**src/rtl/tiny_fp_mul.sv**
```systemverilog
module tiny_fp_mul #(
  parameter int MANT_W = 5,
  parameter int EXP_W  = 4
) (
  input  logic                        clk,
  input  logic                        rst_n,
  input  logic                        in_valid,
  input  logic [MANT_W+EXP_W:0]       op_a,
  input  logic [MANT_W+EXP_W:0]       op_b,
  output logic                        out_valid,
  output logic [MANT_W+EXP_W:0]       product,
  output logic                        overflow,
  output logic                        underflow
);

  localparam int WORD_W = MANT_W + EXP_W + 1;
  localparam int PROD_W = 2 * MANT_W;
  localparam int SUM_W  = EXP_W + 2;
  localparam logic signed [SUM_W-1:0] EXP_MAX = SUM_W'((2 ** (EXP_W - 1)) - 1);
  localparam logic signed [SUM_W-1:0] EXP_MIN = SUM_W'(-(2 ** (EXP_W - 1)));

  logic              sgn_a, sgn_b, sgn_r;
  logic [MANT_W-1:0] man_a, man_b, man_n;
  logic [EXP_W-1:0]  exp_a, exp_b;
  logic [PROD_W-1:0] raw;
  logic              top_set, nonzero;
  logic signed [SUM_W-1:0] exp_sum;
  logic              ovf_c, unf_c;
  logic [WORD_W-1:0] res_c;

  assign sgn_a = op_a[WORD_W-1];
  assign sgn_b = op_b[WORD_W-1];
  assign man_a = op_a[WORD_W-2 -: MANT_W];
  assign man_b = op_b[WORD_W-2 -: MANT_W];
  assign exp_a = op_a[EXP_W-1:0];
  assign exp_b = op_b[EXP_W-1:0];

  assign sgn_r   = sgn_a ^ sgn_b;
  assign nonzero = (|man_a) & (|man_b);
  assign raw     = {{MANT_W{1'b0}}, man_a} * {{MANT_W{1'b0}}, man_b};
  assign top_set = raw[PROD_W-1];
  assign man_n   = top_set ? raw[PROD_W-1 -: MANT_W] : raw[PROD_W-2 -: MANT_W];

  assign exp_sum = $signed({{2{exp_a[EXP_W-1]}}, exp_a})
                 + $signed({{2{exp_b[EXP_W-1]}}, exp_b})
                 - $signed({{(SUM_W-1){1'b0}}, ~top_set});

  assign ovf_c = nonzero && (exp_sum > EXP_MAX);
  assign unf_c = nonzero && (exp_sum < EXP_MIN);

  always_comb begin
    if (!nonzero || unf_c)
      res_c = '0;
    else if (ovf_c)
      res_c = {sgn_r, {MANT_W{1'b1}}, 1'b0, {(EXP_W-1){1'b1}}};
    else
      res_c = {sgn_r, man_n, exp_sum[EXP_W-1:0]};
  end

  always_ff @(posedge clk) begin
    if (!rst_n) begin
      out_valid <= 1'b0;
      product   <= '0;
      overflow  <= 1'b0;
      underflow <= 1'b0;
    end else begin
      out_valid <= in_valid;
      if (in_valid) begin
        product   <= res_c;
        overflow  <= ovf_c;
        underflow <= unf_c;
      end
    end
  end

endmodule

```
**config.mk**
```make
export PLATFORM = sky130hd
export DESIGN_NAME = tiny_fp_mul
export DESIGN_NICKNAME = d
export VERILOG_FILES = /design/src/rtl/tiny_fp_mul.sv
export SDC_FILE = /design/constraint.sdc
export NUM_CORES = 1
export LEC_CHECK = 0
export BUFFER_PORTS_ARGS = -buffer_cell sky130_fd_sc_hd__clkbuf_2
export CAP_MARGIN = 20
export CORE_MARGIN = 2
export CORE_UTILIZATION = 49
export CTS_CLUSTER_SIZE = 30
export DETAILED_ROUTE_END_ITERATION = 12
export PLACE_DENSITY = 0.73
export SLEW_MARGIN = 20
export SYNTH_ARGS = -nofsm -noshare
export SYNTH_HDL_FRONTEND = slang
export SYNTH_SLANG_ARGS = --single-unit
```
**constraint.sdc**
```tcl
create_clock -name clk -period 12.4 [get_ports clk]
set_input_delay 3.1 -clock clk [delete_from_list [all_inputs] [get_ports clk]]
set_output_delay 3.1 -clock clk [all_outputs]
set_load 0.02 [all_outputs]
```
# ---- After elaboration in Yosys (flattened, before gate mapping)
# Index checks and enable logic that the tools add are counted.
dict set report word_totals {
  latchBits 0
  register_bits 13
  ramBits 0
  rom_bits 0
  mem_count 0
  output_inout_bits 13
}
dict set report op_classes {
  div_mod_pow 0
  reduce_logical 6
  n_lt_le_gt_ge 2
  eq_ne 0
  n_shift 0
  muxes 3
  n_mul 1
  bitwise_logic 3
  add_sub_neg 2
}
# cell n
set op_table {}
lappend op_table {{5-bit by 5-bit multiplier with 10-bit output} 1}
lappend op_table {{10-bit 2-to-1 mux} 1}
lappend op_table {{5-bit OR reduction} 2}
lappend op_table {{9-bit 2-to-1 mux} 1}
lappend op_table {{6-bit by 4-bit > comparator with 1-bit output, second input constant} 1}
lappend op_table {{6-bit by 4-bit < comparator with 1-bit output, second input constant} 1}
lappend op_table {{5-bit by 2-bit subtractor with 6-bit output} 1}
lappend op_table {{4-bit by 4-bit adder with 5-bit output} 1}
lappend op_table {{5-bit 2-to-1 mux} 1}
lappend op_table {{1-bit logical AND} 2}
lappend op_table {{1-bit AND} 1}
lappend op_table {{1-bit zero test} 1}
lappend op_table {{1-bit logical OR} 1}
lappend op_table {{1-bit inverter} 1}
lappend op_table {{1-bit XOR} 1}

# ---- Longest topological paths before layout
# Gate-level depths: netlist of the first run.
dict set report depth {
  ltp_word 7
  mapped_depth 23
}

# ---- Worst setup path before layout of the first run
# Ideal clock, no wire load.
dict set report synth_timing {
  kind {input to register}
  from {in op_a[4]}
  to {reg product[0]}
  path_buffers 0
  path_stages 21
  t_arrival_ns 7.678
  path_slack_ns 4.597
  required_time_ns 12.276
  cell_sequence {nand2_1 > fa_1 > fa_1 > fa_1 > inv_1 > ha_1 > a21oi_1 > o21ai_2 > a31oi_4 > xnor2_4 > ha_1 > inv_1 > ha_1 > inv_1 > fa_1 > nand2b_1 > a21oi_1 > xnor2_1 > a311o_1 > nand2_2 > o21ai_0}
}
dict set report synth_between {
  elab_chain_len 7
  elab_cells_between_ends 13
  classes_between {add/sub (1); mul (1); order compare (2); mux (2); bitwise (2); reduce/logical (5)}
}
# item line
set synth_rtl {}
lappend synth_rtl {{start, declared} 8} ;# input logic [MANT_W+EXP_W:0] op_a,
lappend synth_rtl {{5-bit by 5-bit multiplier with 10-bit output} 40} ;# assign raw = {{MANT_W{1'b0}}, man_a} * {{MANT_W{1'b0}}, man_b};
lappend synth_rtl {{1-bit inverter} 46} ;# - $signed({{(SUM_W-1){1'b0}}, ~top_set});
lappend synth_rtl {{5-bit by 2-bit subtractor with 6-bit output} 46}
lappend synth_rtl {{6-bit by 4-bit > comparator with 1-bit output / 6-bit by 4-bit < comparator with 1-bit output (equally long branches)} {48, 49}}
lappend synth_rtl {{1-bit logical AND, on equally long branches} {48, 49}}
lappend synth_rtl {{9-bit 2-to-1 mux / 1-bit logical OR (equally long branches)} {54, 52}}
lappend synth_rtl {{10-bit 2-to-1 mux *} 52} ;# if (!nonzero || unf_c)
lappend synth_rtl {{end signal, assigned} 69} ;# product <= res_c;
lappend synth_rtl {{end, declared} 11} ;# output logic [MANT_W+EXP_W:0] product,
# Every way passes the cells marked *; elsewhere a longest branch is shown, timed or not.
# A chain may end at the register's enable or synchronous reset.

# ---- Worst setup path after layout of the first run
dict set report layout_timing {
  from {in op_a[5]}
  to {reg product[2]}
}
# Same word-level chain as after synthesis.

==> reports/metrics.csv, run 1 <==
metric,value,unit
total grt overflow,0,
clk sink count,13,
total power,0.182,mW
final-stage net count,285,
dpl cells,267,
Antenna Cells,0,
placer congestion estimate,0.769,
Die Area,3710,um2
min-delay src,product[8]$_SDFFE_PN0P_,
Worst-Skew Late Latency,280,ps
WL/cell,10.6,um
max_cap viols,0,
drt first pass iters,4,
Int Pwr,0.105,mW
Reg-to-Reg End,product[7]$_SDFFE_PN0P_,
most common cell in the netlist,inv_1,
CTS tree,built,
Final Skew,0,ps
leading area contributor after synthesis,ha_1,
critical-path cell list,"clkbuf_2, nand2_1, fa_1, fa_1, fa_1, inv_1, ha_1, nand3_1, o21ai_2, a31oi_4, xnor2_4, ha_1, inv_1, ha_1, inv_1, fa_1, nand2b_1, a21oi_1, xnor2_1, a311o_1, nand2_2, o21ai_0",
number of flops mapped to enable cells by yosys,0,
largest net degree at the start of global routing,13,
GRT Total Usage,17.3,%
first-pass GRT wire length,4860,um
unrepaired setup endpoints after global routing,false,
crit path DAT,8080,ps
top post-synthesis cells by area,"ha_1, dfxtp_1, fa_1, inv_1, nand2_1",
"delay-heaviest family, CP",adder cells,
I/O Buffers,35,
postcts setup bufs,0,
Slew @ Worst Pin,707,ps
crit path buf inv count,4,
Synth Instances,189,
DR vias/cell,4.93,
hold path depth,2,
setup TNS,0,ps
FILL cells,295,
Relative slew margins,52.7,%
CP Class,in2reg,
Post-Route Utilization,59.8,%
CP Max Fanout,9,
critical path's largest stage delay,540,ps
vias in the first global route,1169,
#FFs+latches synth,13,
sw power,0.0766,mW
Post-DP HPWL,2440,um
post-synthesis cell type count,39,
Antenna Violating Nets Remaining,0,
final wirelength,2890,um
switch share,42.1,%
area occupied by multi-input gates,1210,um2
Max Fclk,126,MHz
CTS Buf Count,3,
Period minus WS final,7920,ps
final hold violation count,0,
Layout area overhead,15.9,%
Hold Path Sink,product[8]$_SDFFE_PN0P_,
"Avg Cell Area, Syn",8.41,um2
LEAKAGE,0.979,nW
Top-Level Pins,36,
Die X,60.9,um
CTS resizes,0,
# DRC,0,
status,"finished, final reports clean",
Logic pwr share,57.5,%
"reg-to-reg slack, setup",11530,ps
htree depth,1,
layout cell share with drive strength beyond 1,21.6,%
Synth top cells by count,"inv_1, ha_1, nand2_1",
Post-Syn Area,1590,um2
pins over their slew limit,0,
clock share of power,14.0,%
Worst R2R Start,product[7]$_SDFFE_PN0P_,
via count,1335,
Hold Path Class,reg2reg,
Final period util,63.9,%
antenna violations before repair,0,
Initial DRC Count,39,
"Seq/Total Area, Yosys",16.4,%
Most common cell on crit path,fa_1,
worst reg2reg path depth,3,
Core Area,3080,um2
final setup fails,0,
Initial Utilization,51.6,%
slowest cell on the critical path,fa_1,
cts-stage hold buffer count,0,
worst-case clock buffer depth,2,
power per cell area,98.8,nW/um2
Synth top area share,19.7,%
Post-synth ARST share,0,%
YS warnings,0,
Synth Net Count,246,
post-route insts no fill,271,
sequential power share,28.5,%
ys flop type,dfxtp_1,
FF+latch area,260,um2
Max IR drop VDD,0.0000323,V
Die Y-Extent,60.9,um
CP Launch Type,primary input,
CP endpoint kind,flip-flop,
final hold slack,444,ps
clock slew at reported path FFs,70,ps
critical path required time,12560,ps
# rows,20,
Root Buffer,clkbuf_4,
state kept, by name, indices dropped and copies added, names as in the netlist:
| signal | count |
|---|---|
| underflow | 1 |
| product | 10 |
| overflow | 1 |
| out_valid | 1 |
per-layer routing:
metal / wire [um] / GRT usage (%) / vias to the layer above
met5: 0 / 0 / -
li1: - / - / 711
met2: 1250 / 27.2 / 30
met3: 84 / 0.640 / 5
met1: 1510 / 25.1 / 589
met4: 38 / 6.52 / 0
cells in the final DEF, fill, tap and decap left out, types with 2 or more instances in the layout:
master,instances
xnor2_1,5
nor2b_1,2
o31ai_1,2
o21ai_0,8
and3_1,2
xor2_1,3
mux2i_1,3
clkbuf_2,35
inv_1,31
dfxtp_1,13
a21oi_1,10
clkbuf_4,3
fa_1,9
or4_1,2
nor2_1,6
and2_1,14
nand3_1,2
o211ai_2,3
nand2b_1,3
nand2_1,25
ha_1,25
nand4_1,2
power groups by stage:
stage                     clock network, mW  registers [mW]  logic [mW]
after detailed placement                  0          0.0530       0.104
final                                0.0255          0.0519       0.105
after CTS                            0.0260          0.0520       0.105
after global routing                 0.0278          0.0526       0.119
after floorplan                           0          0.0612      0.0709
after global placement                    0          0.0527       0.104
worst reg2reg max path: cells and delay by family, from the launching register on:
kind               cells  cell delay (ps)
and+or+nand+nor        1              150
AOI/OAI and AO/OA      2              300
DFF                    1              320
area by class of cell:
class,instances,share of cell area (%)
multi-input combinational,144,65.6
sequential,13,14.1
timing repair buffer,35,9.51
inverter,31,6.32
tap,44,2.99
clock buffer,4,1.43
metrics by stage:
stage                     instance area (um2)  worst slack [ps]
final                                    1840              4480
after global routing                     1840              4090
after CTS                                1840              4460
after detailed placement                 1820              4180
after global placement                   1820              4280
after floorplan                          1590              4600
worst max path at each step:
stage / start / end / slack (ps) / depth (start not counted)
global route: op_a[5] / product[3]$_SDFFE_PN0P_ / 4090 / 22
finish: op_a[5] / product[2]$_SDFFE_PN0P_ / 4480 / 22
global placement: op_b[8] / product[6]$_SDFFE_PN0P_ / 4280 / 22
detailed placement: op_b[8] / product[9]$_SDFFE_PN0P_ / 4180 / 22
floorplan: op_a[4] / product[0]$_SDFFE_PN0P_ / 4600 / 21
CTS: op_b[8] / product[3]$_SDFFE_PN0P_ / 4460 / 22
logic make-up (layout without fill, tap and decap cells):
kind of cell / after synthesis / count (layout) / synth area share [%]
compound gates: 35 / 35 / 16.8
xor+xnor: 9 / 9 / 6.14
fa+ha+maj: 34 / 34 / 31.0
buf+inv: 32 / 70 / 7.56
flops: 13 / 13 / 16.4
mux: 3 / 3 / 1.89
simple gates: 63 / 63 / 20.2
Note: power is estimated with default switching activity, not from simulation.
==> run 2: changes to the inputs <==
clock period = 7.39 ns   (was 12.4 ns; I/O delays follow)
==> run 2 against run 1 <==
- worst setup slack got worse by 3800 ps
- sequential share of layout area unchanged
- via count grew 1.6%
- die area stayed put
- register-to-register slack worse by 5000 ps
- global-route usage up 0.18 points
- sequential power is 68% higher
- combinational power rose by 67%
- largest power group unchanged
==> reports/metrics.csv, run 2 (same netlist as run 1, synthesis figures left out) <==
metric,value,unit,change
status,"finished, final reports clean",,
drt first pass iters,2,,-2
switch share,41.9,%,-0.14 points
CP Max Fanout,9,,unchanged
pins over their slew limit,0,,unchanged
layout cell share with drive strength beyond 1,21.6,%,unchanged
unrepaired setup endpoints after global routing,false,,
DR vias/cell,5.00,,+1.6%
largest net degree at the start of global routing,13,,unchanged
worst setup margin,683,ps,-3790 ps
fin area,1840,um2,unchanged
Post-DP HPWL,2490,um,+1.9%
final hold violation count,0,,unchanged
antenna violations before repair,0,,unchanged
Antenna Cells,0,,unchanged
Final Skew,0,ps,unchanged
hold path depth,2,,unchanged
critical path required time,7550,ps,-5010 ps
Top-Level Pins,36,,unchanged
cts-stage hold buffer count,0,,unchanged
sw power,0.128,mW,+67%
Antenna Violating Nets Remaining,0,,unchanged
Hold Path Class,reg2reg,,
Max IR drop VDD,0.0000604,V,+87%
CTS resizes,0,,unchanged
max FFs per register,10,,unchanged
power per cell area,165,nW/um2,+67%
Final period util,90.8,%,
Int Pwr,0.177,mW,+68%
vias in the first global route,1158,,-0.94%
Reg-to-Reg End,product[7]$_SDFFE_PN0P_,,
CP Launch Type,primary input,,
Die Y-Extent,60.9,um,unchanged
clk sink count,13,,unchanged
"reg-to-reg slack, setup",6520,ps,-5010 ps
worst reg2reg path depth,3,,unchanged
crit path DAT,6870,ps,-1210 ps
GRT Total Usage,17.4,%,+0.18 points
Die X,60.9,um,unchanged
Logic pwr share,57.5,%,about the same
final hold slack,447,ps,+3.33 ps
CP Class,in2reg,,
Max Fclk,149,MHz,
WL/cell,10.8,um,+1.1%
final-stage net count,285,,unchanged
first-pass GRT wire length,4800,um,-1.3%
"commonest non-fill, non-tap cell in the layout",clkbuf_2,,
Setup crit start,op_a[5],,
CTS Buf Count,3,,unchanged
Slew @ Worst Pin,724,ps,+17.0 ps
most frequent cells in the layout,"clkbuf_2, inv_1, nand2_1, ha_1, and2_1",,
placer congestion estimate,0.769,,unchanged
# DRC,0,,unchanged
Relative slew margins,51.6,%,-1.1 points
Die Area,3710,um2,unchanged
dpl ws,407,ps,-3770 ps
postcts setup bufs,0,,unchanged
sequential power share,28.6,%,about the same
Initial DRC Count,37,,-5.1%
worst-case clock buffer depth,2,,unchanged
Worst-Skew Late Latency,270,ps,about the same
final setup fails,0,,unchanged
LEAKAGE,0.979,nW,unchanged
Root Buffer,clkbuf_4,,
Initial Utilization,51.6,%,unchanged
Period minus WS final,6710,ps,
max_cap viols,0,,unchanged
CP endpoint kind,flip-flop,,
clock slew at reported path FFs,70,ps,about the same
DP Area,1820,um2,unchanged
final wirelength,2920,um,+1.1%
Worst R2R Start,product[7]$_SDFFE_PN0P_,,
total grt overflow,0,,unchanged
Hold Path Sink,overflow$_SDFFE_PN0P_,,
htree depth,1,,unchanged
I/O Buffers,35,,unchanged
via count,1356,,+1.6%
Layout area overhead,15.9,%,unchanged
min-delay src,overflow$_SDFFE_PN0P_,,
Reg with most FFs,product,,
CTS tree,built,,
Core Area,3080,um2,unchanged
# rows,20,,unchanged
clock share of power,13.9,%,about the same
setup TNS,0,ps,unchanged
-- run 2: cell counts in the layout (fill, tap and decap cells not counted) --
Identical to the previous run, type by type.
-- run 2: worst max-delay path by stage --
stage	end	slack, ps	cells past startpoint
after floorplan	product[0]$_SDFFE_PN0P_	840	21
after global placement	product[6]$_SDFFE_PN0P_	520	22
after detailed placement	product[9]$_SDFFE_PN0P_	410	22
after CTS	product[3]$_SDFFE_PN0P_	680	22
after global routing	product[9]$_SDFFE_PN0P_	330	22
final	product[9]$_SDFFE_PN0P_	680	22
-- run 2: power by group through the flow --
| stage | Sequential [mW] | Combinational (mW) | Clock, mW |
|---|---|---|---|
| 2_1_floorplan | 0.103 | 0.119 | 0 |
| 3_5_place_dp | 0.0889 | 0.175 | 0 |
| 5_1_grt | 0.0883 | 0.200 | 0.0466 |
| 3_3_place_gp | 0.0884 | 0.174 | 0 |
| 4_1_cts | 0.0872 | 0.177 | 0.0431 |
| 6_report | 0.0871 | 0.175 | 0.0422 |
-- run 2: metrics by stage --
step                utilization [%]  power (mW)  std cells
floorplan                         -       0.222        189
finish                         59.8       0.304        271
global placement               59.0       0.263        267
detailed placement             59.0       0.264        267
CTS                            59.8       0.307        271
global route                   59.8       0.335        271
-- run 2: layer usage --
| metal | up-vias | GRT usage (%) | share of wire [%] |
|---|---|---|---|
| li1 | 713 | - | - |
| met1 | 610 | 24.4 | 51 |
| met2 | 27 | 27.0 | 44 |
| met3 | 6 | 0.853 | 3.1 |
| met4 | 0 | 9.32 | 2.5 |
| met5 | - | 0 | 0 |
-- run 2: layout make-up --
type | instances | area [um2]
Clock buffer | 4 | 26.3
Fill cell | 312 | 1240
Inverter | 31 | 116
Multi-Input combinational cell | 144 | 1210
Sequential cell | 13 | 260
Tap cell | 44 | 55.1
Timing Repair Buffer | 35 | 175
-- run 2: worst max-delay path, stage by stage --
cell	delay (ps)
clkbuf_2	150
nand2_1	90
fa_1	480
fa_1	510
fa_1	540
inv_1	40
ha_1	350
nand3_1	120
o21ai_2	210
a31oi_4	140
xnor2_4	250
ha_1	280
inv_1	50
ha_1	160
inv_1	60
fa_1	370
nand2b_1	170
a21oi_1	160
xnor2_1	120
a311o_1	450
nand2_2	200
o21ai_0	110
==> run 3: changes to the inputs <==
CORE_MARGIN = 5   (was 2)
CTS_CLUSTER_SIZE = 8   (was 30)
MAX_ROUTING_LAYER = met4   (was unset)
==> run 3 against run 2 <==
- first-iteration DRC count rose by 70%
- count of clock-buffer cells in the layout is the same
- via count fell by 0.52%
- register-to-register slack hardly changed
- global-route usage decreased by 2.8 points
- final cell count is the same
- highest routed layer unchanged
==> reports/metrics.csv, run 3 (same netlist as run 1, synthesis figures left out) <==
metric,value,unit,change
first-pass GRT wire length,5110,um,+6.3%
power per cell area,165,nW/um2,about the same
"commonest non-fill, non-tap cell in the layout",clkbuf_2,,
status,"finished, final reports clean",,
most frequent cells in the layout,"clkbuf_2, inv_1, nand2_1, ha_1, and2_1",,
CTS tree,built,,
vias in the first global route,1241,,+7.2%
critical path required time,7540,ps,about the same
Antenna Violating Nets Remaining,0,,unchanged
final-stage net count,285,,unchanged
via count,1349,,-0.52%
DR vias/cell,4.98,,-0.52%
WL/cell,10.8,um,+0.55%
final hold violation count,0,,unchanged
Post-DP HPWL,2490,um,+0.31%
Worst-Skew Late Latency,270,ps,about the same
dpl ws,419,ps,+11.7 ps
crit path DAT,6840,ps,-30 ps
Period minus WS final,6680,ps,-24.8 ps
CP Class,in2reg,,
Post-Route Utilization,59.8,%,unchanged
CP Max Fanout,9,,unchanged
Slew @ Worst Pin,741,ps,+16.3 ps
drt first pass iters,4,,+2
clock slew at reported path FFs,80,ps,about the same
Die Y-Extent,66.9,um,+9.8%
clk sink count,13,,unchanged
I/O Buffers,35,,unchanged
final setup fails,0,,unchanged
post-route insts no fill,271,,unchanged
total grt overflow,0,,unchanged
# DRC,0,,unchanged
postcts setup bufs,0,,unchanged
Max IR drop VDD,0.0000618,V,+2.3%
Core Area,3080,um2,unchanged
antenna violations before repair,0,,unchanged
CTS resizes,0,,unchanged
htree depth,1,,unchanged
Reg with most FFs,product,,
dpl cells,267,,unchanged
Hold Path Class,reg2reg,,
Final Skew,0,ps,unchanged
Relative slew margins,50.5,%,-1.1 points
setup TNS,0,ps,unchanged
Initial Utilization,51.6,%,unchanged
Top-Level Pins,36,,unchanged
Die Area,4480,um2,+21%
Initial DRC Count,63,,+70%
max_cap viols,0,,unchanged
placer congestion estimate,0.828,,+7.8%
Die X,66.9,um,+9.8%
# rows,20,,unchanged
layout cell share with drive strength beyond 1,21.6,%,unchanged
Max Fclk,150,MHz,+0.37%
GRT Total Usage,14.6,%,-2.8 points
Root Buffer,clkbuf_4,,
cts-stage hold buffer count,0,,unchanged
worst-case clock buffer depth,2,,unchanged
CTS Buf Count,3,,unchanged
CP endpoint kind,flip-flop,,
LEAKAGE,0.979,nW,unchanged
Layout area overhead,15.9,%,unchanged
CP Launch Type,primary input,,
final wirelength,2930,um,+0.55%
pins over their slew limit,0,,unchanged
worst setup margin,707,ps,+24.8 ps
largest net degree at the start of global routing,13,,unchanged
Final period util,90.4,%,-0.34 points
max FFs per register,10,,unchanged
unrepaired setup endpoints after global routing,false,,
Antenna Cells,0,,unchanged
==> run 3: final timing paths <==
check | start | end | slack (ps) | cells past startpoint
setup / recovery | op_b[8] | product[1]$_SDFFE_PN0P_ | 710 | 22
hold / removal | overflow$_SDFFE_PN0P_ | overflow$_SDFFE_PN0P_ | 450 | 2
setup reg to reg | product[7]$_SDFFE_PN0P_ | product[7]$_SDFFE_PN0P_ | 6530 | 3
hold reg to reg | overflow$_SDFFE_PN0P_ | overflow$_SDFFE_PN0P_ | 450 | 2
==> run 3: final cells by class <==
class                   instances  area, um2
well taps                      44       55.1
clock buffers                   4       26.3
inverters                      31        116
flip-flops and latches         13        260
multi-input cells             144       1210
repair buffers                 35        175
fillers                       288       1240
==> run 3: worst max-delay path, cell delays in order <==
cell	delay, ps
clkbuf_2	140
nand2_1	90
fa_1	510
fa_1	520
fa_1	540
inv_1	40
ha_1	350
nand3_1	110
o21ai_2	210
a31oi_4	140
xnor2_4	250
ha_1	280
inv_1	50
ha_1	150
inv_1	60
fa_1	370
nand2b_1	170
a21oi_1	160
xnor2_1	120
a311o_1	440
nand2_2	190
o21ai_0	110
==> run 3: metal layers <==
| metal | wire length, um | vias up | global-route usage [%] |
|---|---|---|---|
| li1 | - | 704 | - |
| met1 | 1510 | 614 | 20.8 |
| met3 | 135 | 4 | 1.69 |
| met2 | 1260 | 27 | 21.9 |
| met4 | 25 | 0 | 3.80 |
| met5 | 0 | - | - |
==> run 3: where the power goes <==
part / internal, mW / total [mW] / leakage [nW] / switching [mW]
combinational: 0.0738 / 0.175 / 0.857 / 0.101
clock: 0.0209 / 0.0423 / 0.0150 / 0.0214
sequential: 0.0817 / 0.0871 / 0.107 / 0.00538
==> run 3: per-stage QoR <==
step | area, um2 | power (mW) | hold WS [ps]
detailed placement | 1820 | 0.264 | 437
CTS | 1840 | 0.307 | 449
global placement | 1820 | 0.263 | 435
floorplan | 1590 | 0.222 | 521
global route | 1840 | 0.334 | 487
finish | 1840 | 0.304 | 445
